--- src/rtl/cyc_timer_pkg.sv ---
package cyc_timer_pkg;
  // Which update the timer takes in the current cycle, in priority order
  typedef enum logic [2:0] {
    UPD_NONE  = 3'd0,
    UPD_WRITE = 3'd1,
    UPD_LOAD  = 3'd2,
    UPD_TICK  = 3'd3,
    UPD_EDGE  = 3'd4
  } upd_kind_e;
endpackage

--- src/rtl/cyc_sync_edge.sv ---
module cyc_sync_edge #(
  parameter int STAGES = 2
) (
  input  logic clk,
  input  logic rst_n,
  input  logic async_in,
  output logic rise
);
  // chain[0..STAGES-1] is the synchronizer; chain[STAGES] holds the previous value
  logic [STAGES:0] chain;

  always_ff @(posedge clk or negedge rst_n) begin
    if (!rst_n) chain[0] <= 1'b0;
    else        chain[0] <= async_in;
  end

  for (genvar i = 1; i <= STAGES; i++) begin : g_stage
    always_ff @(posedge clk or negedge rst_n) begin
      if (!rst_n) chain[i] <= 1'b0;
      else        chain[i] <= chain[i-1];
    end
  end

  assign rise = chain[STAGES-1] & ~chain[STAGES];
endmodule

--- src/rtl/cyc_update_sel.sv ---
module cyc_update_sel
  import cyc_timer_pkg::*;
(
  input  logic      wr_en,
  input  logic      pkt_valid,
  input  logic      cyc_master,
  input  logic      timer_en,
  input  logic      src_ext,
  input  logic      tick_en,
  input  logic      ext_rise,
  output upd_kind_e upd_kind
);
  always_comb begin
    upd_kind = UPD_NONE;
    if (wr_en)                         upd_kind = UPD_WRITE;
    else if (pkt_valid && !cyc_master) upd_kind = UPD_LOAD;
    else if (timer_en) begin
      if (src_ext) begin
        if (ext_rise) upd_kind = UPD_EDGE;
      end else if (tick_en) begin
        upd_kind = UPD_TICK;
      end
    end
  end
endmodule

--- src/rtl/cyc_time_core.sv ---
module cyc_time_core
  import cyc_timer_pkg::*;
#(
  parameter int OFF_MOD = 3072,
  parameter int CNT_MOD = 8000,
  parameter int SEC_MOD = 128,
  localparam int OFF_W  = $clog2(OFF_MOD),
  localparam int CNT_W  = $clog2(CNT_MOD),
  localparam int SEC_W  = $clog2(SEC_MOD),
  localparam int TIME_W = OFF_W + CNT_W + SEC_W
) (
  input  logic              clk,
  input  logic              rst_n,
  input  upd_kind_e         upd_kind,
  input  logic [TIME_W-1:0] wr_data,
  input  logic [TIME_W-1:0] pkt_time,
  output logic [TIME_W-1:0] cur_time,
  output logic              cycle_boundary
);
  localparam logic [OFF_W-1:0] OFF_LAST = OFF_W'(OFF_MOD - 1);
  localparam logic [CNT_W-1:0] CNT_LAST = CNT_W'(CNT_MOD - 1);
  localparam logic [SEC_W-1:0] SEC_LAST = SEC_W'(SEC_MOD - 1);

  // Start a new cycle: offset cleared, cycle count raised with carry into seconds
  function automatic logic [TIME_W-1:0] f_new_cycle(input logic [TIME_W-1:0] t);
    logic [SEC_W-1:0] s;
    logic [CNT_W-1:0] c;
    s = t[TIME_W-1 -: SEC_W];
    c = t[OFF_W +: CNT_W];
    if (c >= CNT_LAST) begin
      c = '0;
      s = (s >= SEC_LAST) ? '0 : s + SEC_W'(1);
    end else begin
      c = c + CNT_W'(1);
    end
    return {s, c, {OFF_W{1'b0}}};
  endfunction

  function automatic logic f_offset_last(input logic [TIME_W-1:0] t);
    return t[OFF_W-1:0] >= OFF_LAST;
  endfunction

  // One internal tick: offset +1, or a new cycle at the wrap point
  function automatic logic [TIME_W-1:0] f_tick(input logic [TIME_W-1:0] t);
    if (f_offset_last(t)) return f_new_cycle(t);
    return {t[TIME_W-1:OFF_W], t[OFF_W-1:0] + OFF_W'(1)};
  endfunction

  logic [TIME_W-1:0] time_q;
  logic [TIME_W-1:0] time_d;

  always_comb begin
    case (upd_kind)
      UPD_WRITE: time_d = wr_data;
      UPD_LOAD:  time_d = pkt_time;
      UPD_TICK:  time_d = f_tick(time_q);
      UPD_EDGE:  time_d = f_new_cycle(time_q);
      default:   time_d = time_q;
    endcase
  end

  always_ff @(posedge clk or negedge rst_n) begin
    if (!rst_n) time_q <= '0;
    else        time_q <= time_d;
  end

  assign cur_time       = time_q;
  assign cycle_boundary = (upd_kind == UPD_EDGE) ||
                          ((upd_kind == UPD_TICK) && f_offset_last(time_q));
endmodule

--- src/rtl/bus_cycle_timer.sv ---
module bus_cycle_timer
  import cyc_timer_pkg::*;
#(
  parameter int OFF_MOD     = 3072,
  parameter int CNT_MOD     = 8000,
  parameter int SEC_MOD     = 128,
  parameter int SYNC_STAGES = 2,
  localparam int TIME_W = $clog2(OFF_MOD) + $clog2(CNT_MOD) + $clog2(SEC_MOD)
) (
  input  logic              clk,
  input  logic              rst_n,
  input  logic              tick_en,
  input  logic              src_ext,
  input  logic              timer_en,
  input  logic              cyc_master,
  input  logic              ext_cycle_in,
  input  logic              pkt_valid,
  input  logic [TIME_W-1:0] pkt_time,
  input  logic              wr_en,
  input  logic [TIME_W-1:0] wr_data,
  output logic [TIME_W-1:0] cur_time,
  output logic              cycle_start
);
  logic      ext_rise;
  upd_kind_e upd_kind;
  logic      cycle_boundary;
  logic      start_q;

  cyc_sync_edge #(.STAGES(SYNC_STAGES)) u_sync (
    .clk      (clk),
    .rst_n    (rst_n),
    .async_in (ext_cycle_in),
    .rise     (ext_rise)
  );

  cyc_update_sel u_sel (
    .wr_en      (wr_en),
    .pkt_valid  (pkt_valid),
    .cyc_master (cyc_master),
    .timer_en   (timer_en),
    .src_ext    (src_ext),
    .tick_en    (tick_en),
    .ext_rise   (ext_rise),
    .upd_kind   (upd_kind)
  );

  cyc_time_core #(
    .OFF_MOD (OFF_MOD),
    .CNT_MOD (CNT_MOD),
    .SEC_MOD (SEC_MOD)
  ) u_core (
    .clk            (clk),
    .rst_n          (rst_n),
    .upd_kind       (upd_kind),
    .wr_data        (wr_data),
    .pkt_time       (pkt_time),
    .cur_time       (cur_time),
    .cycle_boundary (cycle_boundary)
  );

  // Strobe is registered, so it lines up with the updated time value
  always_ff @(posedge clk or negedge rst_n) begin
    if (!rst_n) start_q <= 1'b0;
    else        start_q <= (cyc_master && cycle_boundary) || (upd_kind == UPD_LOAD);
  end

  assign cycle_start = start_q;
endmodule

--- config.mk ---
export PLATFORM = sky130hd
export DESIGN_NAME = bus_cycle_timer
export DESIGN_NICKNAME = d
export VERILOG_FILES = /design/src/rtl/cyc_timer_pkg.sv /design/src/rtl/cyc_sync_edge.sv /design/src/rtl/cyc_update_sel.sv /design/src/rtl/cyc_time_core.sv /design/src/rtl/bus_cycle_timer.sv
export SDC_FILE = /design/constraint.sdc
export NUM_CORES = 1
export LEC_CHECK = 0
export BUFFER_PORTS_ARGS = -buffer_cell sky130_fd_sc_hd__buf_2
export CAP_MARGIN = 20
export CORE_MARGIN = 5
export CORE_UTILIZATION = 55
export CTS_BUF_LIST = sky130_fd_sc_hd__clkbuf_4 sky130_fd_sc_hd__clkbuf_8
export DETAILED_ROUTE_END_ITERATION = 10
export PLACE_DENSITY_LB_ADDON = 0.3
export SLEW_MARGIN = 20
export SYNTH_ARGS = -nofsm -noshare
export SYNTH_HDL_FRONTEND = slang
export SYNTH_HIERARCHICAL = 1
export SYNTH_SLANG_ARGS = --single-unit
export TNS_END_PERCENT = 100
--- constraint.sdc ---
create_clock -name clk -period 5.8 [get_ports clk]
set_input_delay 0.29 -clock clk [delete_from_list [all_inputs] [get_ports clk]]
set_output_delay 0.29 -clock clk [all_outputs]
set_load 0.03 [all_outputs]
### Word level (Yosys, flattened, before mapping)

Cells that the tools add are included.

* flip-flop bits (word level): 36
* input bits: 73
* output and inout port bits: 33
* logic and storage cells: 41

* $add $sub $neg: 3
* $lt $le $gt $ge: 3
* eq/ne operators: 5
* mux-type cells: 14
* bitwise logic cells: 2
* reduce and logical (&&, ||, !) cells: 8

Operators with widths (number)
* one-hot mux 32 bit (4 select lines): 1
* two-way mux 32 bit: 2
* two-way mux 3 bit: 5
* two-way mux 7 bit: 2
* adder 13 x 1 -> 13 bit, second input constant: 1
* >= comparator 13 bit, second input constant: 1
* two-way mux 13 bit: 1
* adder 12 x 1 -> 12 bit, second input constant: 1
* >= comparator 12 bit, second input constant: 1
* adder 7 x 1 -> 7 bit, second input constant: 1
* >= comparator 7 bit, second input constant: 1
* == test 3 x 2 -> 1 bit, second input constant: 2
* nonzero test 4 bit: 1
* == test 3 x 1 -> 1 bit, second input constant: 1
* == test 3 bit, second input constant: 1
* logical AND 1 bit: 3
* logical OR 1 bit: 2
* two-way mux 1 bit: 2
* two-way mux 2 bit: 1
* != test 2 x 1 -> 1 bit, second input constant: 1
* AND reduction 2 bit: 1
* AND 1 bit: 1
* zero test 1 bit: 1
* inverter 1 bit: 1

### Logic depth before layout (Yosys ltp)

* depth after elaboration: 12
* mapped depth: 10
* gate-level depth less buffers: 9

### Cells and area by module

Netlist, hierarchy kept.

Modules (own cells, without submodules)
* cyc_time_core: times used 1, cells each 308, area an instance 2547.4 µm²
* cyc_sync_edge: times used 1, cells each 4, area an instance 88.8 µm²
* cyc_update_sel: times used 1, cells each 7, area an instance 56.3 µm²
* bus_cycle_timer: times used 1, cells each 4, area an instance 43.8 µm²

### Least setup slack after synthesis

Ideal clock, no wire load.

* path kind: flip-flop to flip-flop
* start: register u_sync.chain[1]
* end: register u_core.time_q[26] (netlist: u_core/cur_time[26])
* library setup time: 65 ps
* arrival time: 2287 ps
* data required time: 5735 ps
* path slack: 3448 ps
* stages on the path, launching flop included: 10
* buffers on the path: 1
* clock period less this slack: 2352 ps
* path through: dfrtp_1 -> nor2b_4 -> and3b_1 -> and3_1 -> nand4b_1 -> or4_4 -> and2_4 -> buf_6 -> o41ai_2 -> a22o_2

* longest elaborated chain between the ends: 9
* elaborated cells on any way between the ends: 14
* those cells by class: eq/ne: 5; mux: 6; bitwise: 1; reduce/logical: 2

Ends and longest elaborated chain
* start, declared: RTL line cyc_sync_edge.sv:10 `logic [STAGES:0] chain;`
* start signal, assigned by index: RTL line cyc_sync_edge.sv:20 `else chain[i] <= chain[i-1];`
* AND 1 bit *: RTL line cyc_sync_edge.sv:24 `assign rise = chain[STAGES-1] & ~chain[STAGES];`
* via ext_rise: RTL line bus_cycle_timer.sv:24 `logic ext_rise;`
* two-way mux 3 bit *: RTL line cyc_update_sel.sv:19 `if (ext_rise) upd_kind = UPD_EDGE;`
* two-way mux 3 bit *: RTL line cyc_update_sel.sv:18 `if (src_ext) begin`
* two-way mux 3 bit *: RTL line cyc_update_sel.sv:17 `else if (timer_en) begin`
* two-way mux 3 bit *: RTL line cyc_update_sel.sv:16 `else if (pkt_valid && !cyc_master) upd_kind = UPD_LOAD;`
* two-way mux 3 bit *: RTL line cyc_update_sel.sv:15 `if (wr_en) upd_kind = UPD_WRITE;`
* via upd_kind[2]: RTL line bus_cycle_timer.sv:25 `upd_kind_e upd_kind;`
* == test 3 x 2 -> 1 bit, or another cell as far along: RTL line cyc_time_core.sv:53 `case (upd_kind)`
* != test 2 x 1 -> 1 bit (no line) or nonzero test 4 bit (tied branches)
* AND reduction 2 bit (no line)
* end signal, assigned: RTL line cyc_time_core.sv:64 `else time_q <= time_d;`
* end, declared: RTL line cyc_time_core.sv:49 `logic [TIME_W-1:0] time_q;`

The timed path passes the listed nets; every way through them passes the cells marked *.
A chain may end at the register's enable or synchronous reset.

### Worst setup path after layout

* start: register u_sync.chain[2]
* end: register u_core.time_q[13] (netlist: u_core/cur_time[13])

* longest elaborated chain between the ends: 10
* elaborated cells on any way between the ends: 15
* those cells by class: eq/ne: 5; mux: 6; bitwise: 2; reduce/logical: 2

Ends and longest elaborated chain (RTL line)
* inverter 1 bit *: cyc_sync_edge.sv:24
* AND 1 bit *: cyc_sync_edge.sv:24
* via ext_rise: bus_cycle_timer.sv:24
* two-way mux 3 bit *: cyc_update_sel.sv:19
* two-way mux 3 bit *: cyc_update_sel.sv:18
* two-way mux 3 bit *: cyc_update_sel.sv:17
* two-way mux 3 bit *: cyc_update_sel.sv:16
* two-way mux 3 bit *: cyc_update_sel.sv:15
* via upd_kind[2]: bus_cycle_timer.sv:25
* == test 3 x 2 -> 1 bit, or another cell as far along: cyc_time_core.sv:53
* != test 2 x 1 -> 1 bit (no line) or nonzero test 4 bit (tied branches)
* AND reduction 2 bit (no line)

Marks and branches as above.

==> impl_results.md <==
* Worst Path Max Fanout at 17
* Main combinational cell family by area after synthesis: compound AO/OA/AOI/OAI gates
* Ant diodes at 0
* DR WL/cell at 16.7 microns
* Cell taking the most area after synthesis: dfrtp_1
* TritonCTS Sinks at 36
* Root buffer cell: clkbuf_8
* Post-route ant nets at 0
* Largest stage delay, worst path at 0.63 ns
* GPL Wtd Cong at 0.920
* Number of synthesized flops with an enable pin at 0
* Total leakage power at 1.55 nW
* Register area at 901 sq um
* DR iter-0 viols at 320
* Mux contribution to synthesized area at 0%
* Core Box Area at 4790 sq um
* Post-Synth Simple-Gate Area at 24.1%
* Worst Setup End Kind: register
* Insertion delay to the later sink of the worst-skew pair at 0.28 ns
* Psw at 0.000376 W
* CP arrival at 3.18 ns
* Multi-input gate area at 1680 sq um
* Syn-to-layout area delta at 22.9%
* Int Pwr at 0.000530 W
* Initial antenna violation count at 0
* XOR/XNOR share of the synthesized area at 0.640%
* FP Rows at 25
* Compound-gate portion of the synthesized area at 34.9%
* Maximum vdd drop at 0.000149 V
* Max Slew Vio Count at 0
* Post-CTS setup repair buffer count at 0
* Post-synth top area share at 32.9%
* Routed vias at 3022
* Total grt overflow at 0
* Top delay family on crit path: simple AND/OR/NAND/NOR gates
* Fmax at 336 MHz
* Buffers & Inverters on Critical Path at 0
* I/O Buffers at 105
* Post-CTS sizing at 0
* CTS tree: yes
* Die Area at 6490 sq um
* Total negative setup slack at 0 ns
* Cts bufs inserted at 5
* Chip Height at 80.5 microns
* Largest net degree at the start of global routing at 37
* Sequential cell area fraction in the yosys report at 32.9%
* Crit-path cells: nor2b_4, and3b_1, and3_1, or3b_2, o21a_1, a22oi_1, a222oi_1, a21oi_1
* Chip width at 80.5 microns
* # Max-Cap Violations at 0
* Synth top area cells: dfrtp_1 33%, a21oi_1 5.9%, o21ai_0 4.8%, nand2b_1 3.7%, a22oi_1 3.6%
* CTS clock-pin slew for the worst setup and hold paths at 0.07 ns
* Number of iterations in the first detailed-routing pass at 5
* Asr flop ratio synth at 100%
* Cts-stage hold buffer count at 0
* Status: complete, no violations
* Starting Density at 57.2%
* Post-synth top cells: 36 x dfrtp_1, 32 x a21oi_1, 26 x o21ai_0
* Drc violations at 0
* Final Net Count at 498
* Via density at 6.17
* CP Class: reg -> reg
* Worst Path Required at 6.01 ns
* Design Area, Final at 3360 sq um
* Vias in the first global route at 2771
* Logic pwr share at 38.6%
* Setup Viol. Count Final at 0
* Period utilization at 51.3%
* Share of cells above drive strength 1 at 32.4%
* Final WL at 8160 microns
* Sw frac at 41.5%
* Layout Skew at 0.00507 ns
* Synthesized netlist cell count at 323
* DP HPWL at 5990 microns
* Synth Area in Adders at 1.37%
* CTS H-tree lvls at 2
* GRT Total Usage at 25.6%
* Min Clock Period, post-route at 2.98 ns
* Syn avg cell area at 8.47 sq um
* Least-Margin Pin Slew at 0.916 ns
* Pwr Density at 270 nW/um^2
* Top Ports at 106
* Register bit total from synthesis at 36
* DP Area at 3260 sq um
* Critical Path Start Type: register
* First-pass GRT wire length at 13100 microns
* Slowest cell on crit path: or3b_2
* RSZ-0062 raised after global routing: no
* Ys flop type: dfrtp_1
* Clk network pwr share at 21.3%
* HP Class: in -> async
* Ys Warns at 6
* Final hold violations at 0
* Syn Nets at 399
* Top-count cell post-synth: dfrtp_1
* Clock buffer depth at 2
* Worst hold slack at 0.0884 ns
* Fillers at 403
* Syn Std Cell Area at 2740 sq um
* Synth cell types at 67
* Sequential power share at 40.1%
* Slew Limit Headroom at 38.7%
-- cells by family (layout without fill, tap and decap cells) --
family	count (synthesis)	count (layout)
XOR/XNOR	2	2
AND/OR/NAND/NOR	116	116
adder cells (fa/ha/maj)	3	3
AO/OA/AOI/OAI	135	135
buffers and inverters	31	131
flip-flops	36	36
-- flip-flops by register name, indices dropped and copies added, names as in the netlist --
name	flops
u_sync/chain	3
cycle_start	1
u_core/cur_time	32
-- metal layers --
metal / track usage [%] / vias to the layer above / routed length (microns)
met1: 33.5 / 1403 / 3330
met5: 0 / - / 0
met4: 8.45 / 0 / 112
met3: 6.17 / 14 / 853
li1: - / 1432 / -
met2: 41.5 / 173 / 3870
-- through the flow --
step,total power (W),utilization (%),cells,setup WS [ns]
after floorplan,0.000594,-,323,3.45
after global placement,0.000702,68.1,482,2.73
after detailed placement,0.000714,68.1,482,2.56
after CTS,0.000907,70.2,490,2.86
after global routing,0.000961,70.2,490,2.62
final,0.000906,70.2,490,2.82
-- cell usage in the layout (no fill, tap or decap), types with 2 or more instances in the layout --
cell / netlist / routed
or3_1: 2 / 2
nor2b_1: 9 / 9
buf_2: 2 / 105
and3_1: 2 / 2
clkbuf_4: 0 / 2
nor3_1: 6 / 6
o21ai_0: 26 / 26
clkbuf_8: 3 / 6
nor2_1: 16 / 16
dfrtp_1: 36 / 36
a22oi_1: 13 / 13
nand3b_1: 2 / 2
a22o_2: 2 / 2
nand2_1: 23 / 23
nand4_1: 6 / 6
a31oi_1: 3 / 3
o21a_1: 3 / 3
o31a_1: 3 / 3
o22ai_1: 5 / 5
or4_1: 2 / 2
and4_1: 2 / 2
o2bb2a_1: 2 / 2
a21oi_1: 32 / 31
and2_1: 3 / 3
nand3_1: 15 / 15
o41ai_1: 2 / 2
o31ai_1: 4 / 4
a22o_1: 11 / 11
a2bb2oi_1: 6 / 6
inv_1: 14 / 14
a222oi_1: 5 / 5
nand2b_1: 16 / 16
ha_1: 3 / 3
buf_4: 0 / 3
-- final cells by class --
cell class                      count  share of cell area (%)
Multi-Input combinational cell    256                    49.8
Sequential cell                    36                    26.8
Inverter                           15                    1.67
Clock buffer                        8                    2.90
Timing Repair Buffer              108                    16.3
Tap cell                           67                    2.49
-- power groups by stage --
stage / clock network (W) / registers, W / logic, W
floorplan: 0 / 0.000438 / 0.000156
global placement: 0 / 0.000364 / 0.000338
detailed placement: 0 / 0.000366 / 0.000348
CTS: 0.000197 / 0.000362 / 0.000348
global route: 0.000209 / 0.000372 / 0.000379
finish: 0.000193 / 0.000364 / 0.000350
-- path summary, 6_finish.rpt --
kind	from	to	slack (ns)	depth (start not counted)
max	u_sync/chain[2]	u_core/cur_time[13]	2.82	8
min	rst_n	u_core/cur_time[31]	0.09	1
max reg2reg	u_sync/chain[2]	u_core/cur_time[13]	2.82	8
min reg2reg	u_sync/chain[0]	u_sync/chain[1]	0.36	0
max in group asynchronous	rst_n	u_core/cur_time[21]	5.19	1
min in group clk	ext_cycle_in	u_sync/chain[0]	0.11	1
No activity file was read; power rests on OpenSTA's default activity.
